$ cat src/rtl/adaptive_hyp_select.sv
module adaptive_hyp_select #(
  parameter int LB = 6,
  parameter int MW = 8,
  localparam int NC = LB + 1
) (
  input  logic               clk,
  input  logic               rst_n,
  input  logic               clr,
  input  logic               cand_vld,
  input  logic [NC*MW-1:0]   cand_metric,
  input  logic [NC*LB-1:0]   cand_label,
  output logic [MW-1:0]      hyp_metric,
  output logic [LB-1:0]      hyp_label,
  output logic [LB*MW-1:0]   ctr_metric
);

  localparam logic [MW-1:0] MMAX = '1;

  logic [MW-1:0] cm [NC];
  logic [LB-1:0] cl [NC];
  logic [NC-1:0] flg [NC];
  logic [NC-1:0] win;

  for (genvar i = 0; i < NC; i++) begin : g_unpack
    assign cm[i] = cand_metric[i*MW +: MW];
    assign cl[i] = cand_label[i*LB +: LB];
  end

  for (genvar p = 0; p < NC; p++) begin : g_row
    for (genvar q = 0; q < NC; q++) begin : g_col
      if (p == q) begin : g_d
        assign flg[p][q] = 1'b1;
      end else if (p < q) begin : g_le
        assign flg[p][q] = cm[p] <= cm[q];
      end else begin : g_lt
        assign flg[p][q] = cm[p] < cm[q];
      end
    end
    assign win[p] = &flg[p];
  end

  logic [MW-1:0] win_m;
  logic [LB-1:0] win_l;
  logic          take;
  logic [LB-1:0] nxt_l;
  logic [MW-1:0] best [LB];

  always_comb begin
    win_m = '0;
    win_l = '0;
    for (int i = 0; i < NC; i++) begin
      win_m |= {MW{win[i]}} & cm[i];
      win_l |= {LB{win[i]}} & cl[i];
    end
    take  = win_m < hyp_metric;
    nxt_l = take ? win_l : hyp_label;
    for (int k = 0; k < LB; k++) begin
      best[k] = MMAX;
      for (int i = 0; i < NC; i++)
        if (cl[i][k] != nxt_l[k] && cm[i] < best[k]) best[k] = cm[i];
    end
  end

  always_ff @(posedge clk) begin
    if (!rst_n || clr) begin
      hyp_metric <= MMAX;
      hyp_label  <= '0;
      ctr_metric <= {LB{MMAX}};
    end else if (cand_vld) begin
      if (take) begin
        hyp_metric <= win_m;
        hyp_label  <= win_l;
      end
      for (int k = 0; k < LB; k++)
        if (best[k] < ctr_metric[k*MW +: MW]) ctr_metric[k*MW +: MW] <= best[k];
    end
  end

  a_r2_one_winner: assert property (@(posedge clk) disable iff (!rst_n)
    cand_vld |-> $onehot(win));

  a_r3_hyp_never_rises: assert property (@(posedge clk) disable iff (!rst_n)
    !clr |=> hyp_metric <= $past(hyp_metric));

  a_r4_ctr_never_rises: assert property (@(posedge clk) disable iff (!rst_n)
    !clr |=> ctr_metric[MW-1:0] <= $past(ctr_metric[MW-1:0]));

  a_r5_clear_max: assert property (@(posedge clk) disable iff (!rst_n)
    clr |=> (hyp_metric == MMAX) && (hyp_label == '0) && (ctr_metric == {LB{MMAX}}));

  a_r6_idle_hold: assert property (@(posedge clk) disable iff (!rst_n)
    (!clr && !cand_vld) |=> $stable(hyp_metric) && $stable(hyp_label) && $stable(ctr_metric));

endmodule

$ cat config.mk
export PLATFORM = sky130hd
export DESIGN_NAME = adaptive_hyp_select
export DESIGN_NICKNAME = d
export VERILOG_FILES = /design/src/rtl/adaptive_hyp_select.sv
export SDC_FILE = /design/constraint.sdc
export NUM_CORES = 1
export LEC_CHECK = 0
export BUFFER_PORTS_ARGS = -buffer_cell sky130_fd_sc_hd__buf_2
export CAP_MARGIN = 25
export CORE_MARGIN = 2
export CORE_UTILIZATION = 24
export CTS_BUF_LIST = sky130_fd_sc_hd__clkbuf_16
export DETAILED_ROUTE_END_ITERATION = 8
export SETUP_SLACK_MARGIN = 0.05
export SYNTH_ARGS = -nofsm -noshare
export SYNTH_HDL_FRONTEND = slang
export SYNTH_SLANG_ARGS = --single-unit
$ cat constraint.sdc
create_clock -name clk -period 18.2 [get_ports clk]
set_input_delay 0 -clock clk [delete_from_list [all_inputs] [get_ports clk]]
set_output_delay 0 -clock clk [all_outputs]
set_load 0.05 [all_outputs]
==> run summary <==
Num CTS Buffers: 9
post-route setup TNS: 0 ns
most common cell in the netlist: ha_1
total gr overflow: 0
r2r setup slk: 2.51 ns
sequential area share after synthesis: 6.21%
WS Path Type: in -> reg
Period minus WS final: 17.30 ns
final WL: 99000 um
Tot GR Track Use: 22.1%
DR pass1 iterations: 9
via count: 23700
IO Pins: 164
H-tree depth reported by CTS: 3
first-pass GRT wire length: 143000 um
Cells after DPL: 4068
ys async rst share: 0%
Top FF cell, synth: dfxtp_1
post-synthesis adder-cell area fraction: 26.1%
Mean Syn Cell Area: 7.29 um2
Clock Path Buffers: 2
Rel. slew slack: 25.1%
DIE WIDTH: 293 um
Area Growth Syn to Fin: 22.7%
#FFs+latches synth: 62
Synth Cell Area: 20000 um2
die height: 293 um
fin worst setup slack: 0.902 ns
CTS tree: built
final setup fails: 0
DR vias/cell: 5.75
Synth Area in XOR/XNOR: 2.05%
clk sinks: 62
gpl congestion: 1.03
share of post-route cells with drive strength above 1: 20.3%
Core Area: 82200 um2
DRC: 0
DR WL/cell: 24.0 um
Clk Latency, worst-skew pair: 0.38 ns
f_max: 0.0578 GHz
antenna violations before repair: 1
Mapped Nets: 3250
Post-Syn Instances: 2739
drt first-iter violations: 2564
largest net degree at the start of global routing: 38
total die area: 85600 um2
Yosys cell types: 113
Yosys top cell area share: 25.6%
largest family of logic cells by synthesized area: compound AO/OA/AOI/OAI gates
synth warn: 0
Worst EP arrival: 17.57 ns
vias in the first global route: 22300
run status: finished clean
# nets final: 3566
Max-Cap Viols: 0
post-layout util: 29.8%
VDD IR max: 0.0558 mV
Detail Placement HPWL: 80300 um
Worst setup EP type: flop
Detail Route Antenna Nets: 0
PortBufs: 163
critical path required time: 18.47 ns
area leader, netlist: ha_1
Slew Viols, Final: 0
Root Driver: clkbuf_16
number of enable flip-flop cells after synthesis: 0
CP Max Fanout: 9
Layout Cells excl Fill: 4130
mux cell area share after synthesis: 8.20%
Hold/Removal Path Class: in -> reg
cell repeated most along the worst path: ha_1
# diodes: 0
most frequent cells after synthesis: ha_1 (409), inv_1 (235), nand2_1 (227)
LEAKAGE: 0.0118 uW
Hold Fails Final Rpt: 0
Synth Area in Compound Gates: 30.5%
Clock Skew: 0.0146 ns
Initial Utilization: 24.3%
largest cells by area after synthesis: ha_1 (26%), mux2i_1 (6.6%), dfxtp_1 (6.2%)
crit start category: primary input
period utilization: 95.0%
P per Cell Area: 111 nW/um2
Place WS: -0.0882 ns
Cell Rows: 105
slowest CP cell: or4_4
Slew @ Worst Pin: 1.11 ns
Largest stage delay, worst path: 0.57 ns
Reg clk slew, reported paths: 0.06 ns
Synth Area in Simple Gates: 20.4%
power by group:
part / switching, uW / internal (uW)
registers: 24.1 / 163
clock network: 78.3 / 134
logic: 1410 / 914
sequential cells by signal, indices dropped and copies added, names as in the netlist:
signal      flops
hyp_label       6
ctr_metric     48
hyp_metric      8
layout make-up:
cell class	count	area, um2
Timing Repair Buffer	400	2630
Inverter	242	931
Sequential cell	62	1240
Tap cell	1070	1340
Clock inverter	7	121
Multi-Input combinational cell	2340	18000
Fill cell	8921	57700
Clock buffer	9	225
layout by cell type, fill, tap and decap left out, drive strengths merged, types with 17 or more instances in the layout:
master,n
nor2b,38
a21o,70
buf,398
a31oi,32
o22ai,25
mux2i,137
ha,409
o21ai,211
o22a,17
o21a,25
a22oi,34
and2,23
a211oi,38
a21oi,232
o211ai,52
nand3,62
inv,233
nand2b,21
nor3,45
nand4,70
a222oi,17
nand2,230
xnor2,37
or2,18
mux2,19
dfxtp,62
and4,22
nor2,215
a211o,19
routing by layer:
layer	global-route usage, %	vias up	share of wire, %	wire (um)
met4	12.7	2	6.5	6440
met2	36.9	1170	46	45400
met3	3.51	332	8.4	8370
met5	0	-	0.015	15
li1	-	11000	-	-
met1	27.0	11300	39	38800
worst paths after layout:
kind,start,endpoint,depth (start not counted)
max,cand_metric[39],ctr_metric[33]$_SDFFE_PP1P_,92
min,clr,ctr_metric[21]$_SDFFE_PP1P_,4
max reg2reg,hyp_metric[2]$_SDFFE_PP1P_,ctr_metric[33]$_SDFFE_PP1P_,81
min reg2reg,ctr_metric[7]$_SDFFE_PP1P_,ctr_metric[7]$_SDFFE_PP1P_,1
worst max-delay path: cells and delay by family:
kind	cells	cell delay, ns
AO/OA/AOI/OAI	33	6.72
AND/OR/NAND/NOR	33	5.39
adder cells (fa/ha/maj)	9	2.65
buffers and inverters	12	1.78
multiplexers	4	0.83
XOR/XNOR	1	0.16
stage by stage:
stage / hold slack (ns) / cell area, um2 / power (uW)
finish: 0.182 / 24500 / 2720
global route: 0.205 / 24500 / 2960
CTS: 0.161 / 23600 / 2560
detailed placement: 0.480 / 23200 / 2330
global placement: 0.473 / 23200 / 2310
floorplan: 0.264 / 20000 / 1700
cells by family after synthesis:
| family | Yosys count |
|---|---|
| fa+ha+maj | 418 |
| compound gates | 899 |
| buf+inv | 340 |
| flops | 62 |
| mux | 156 |
| simple gates | 819 |
| xor+xnor | 45 |
what timing repair did:
item / in CTS / in global routing
hold buffers: 0 / 0
resized for setup: 0 / 155
endpoints found under the hold margin: 0 / 0
endpoints found under the setup margin: 0 / 48
buffers inserted: 0 / 41
Note: power is estimated with default switching activity, not from simulation.
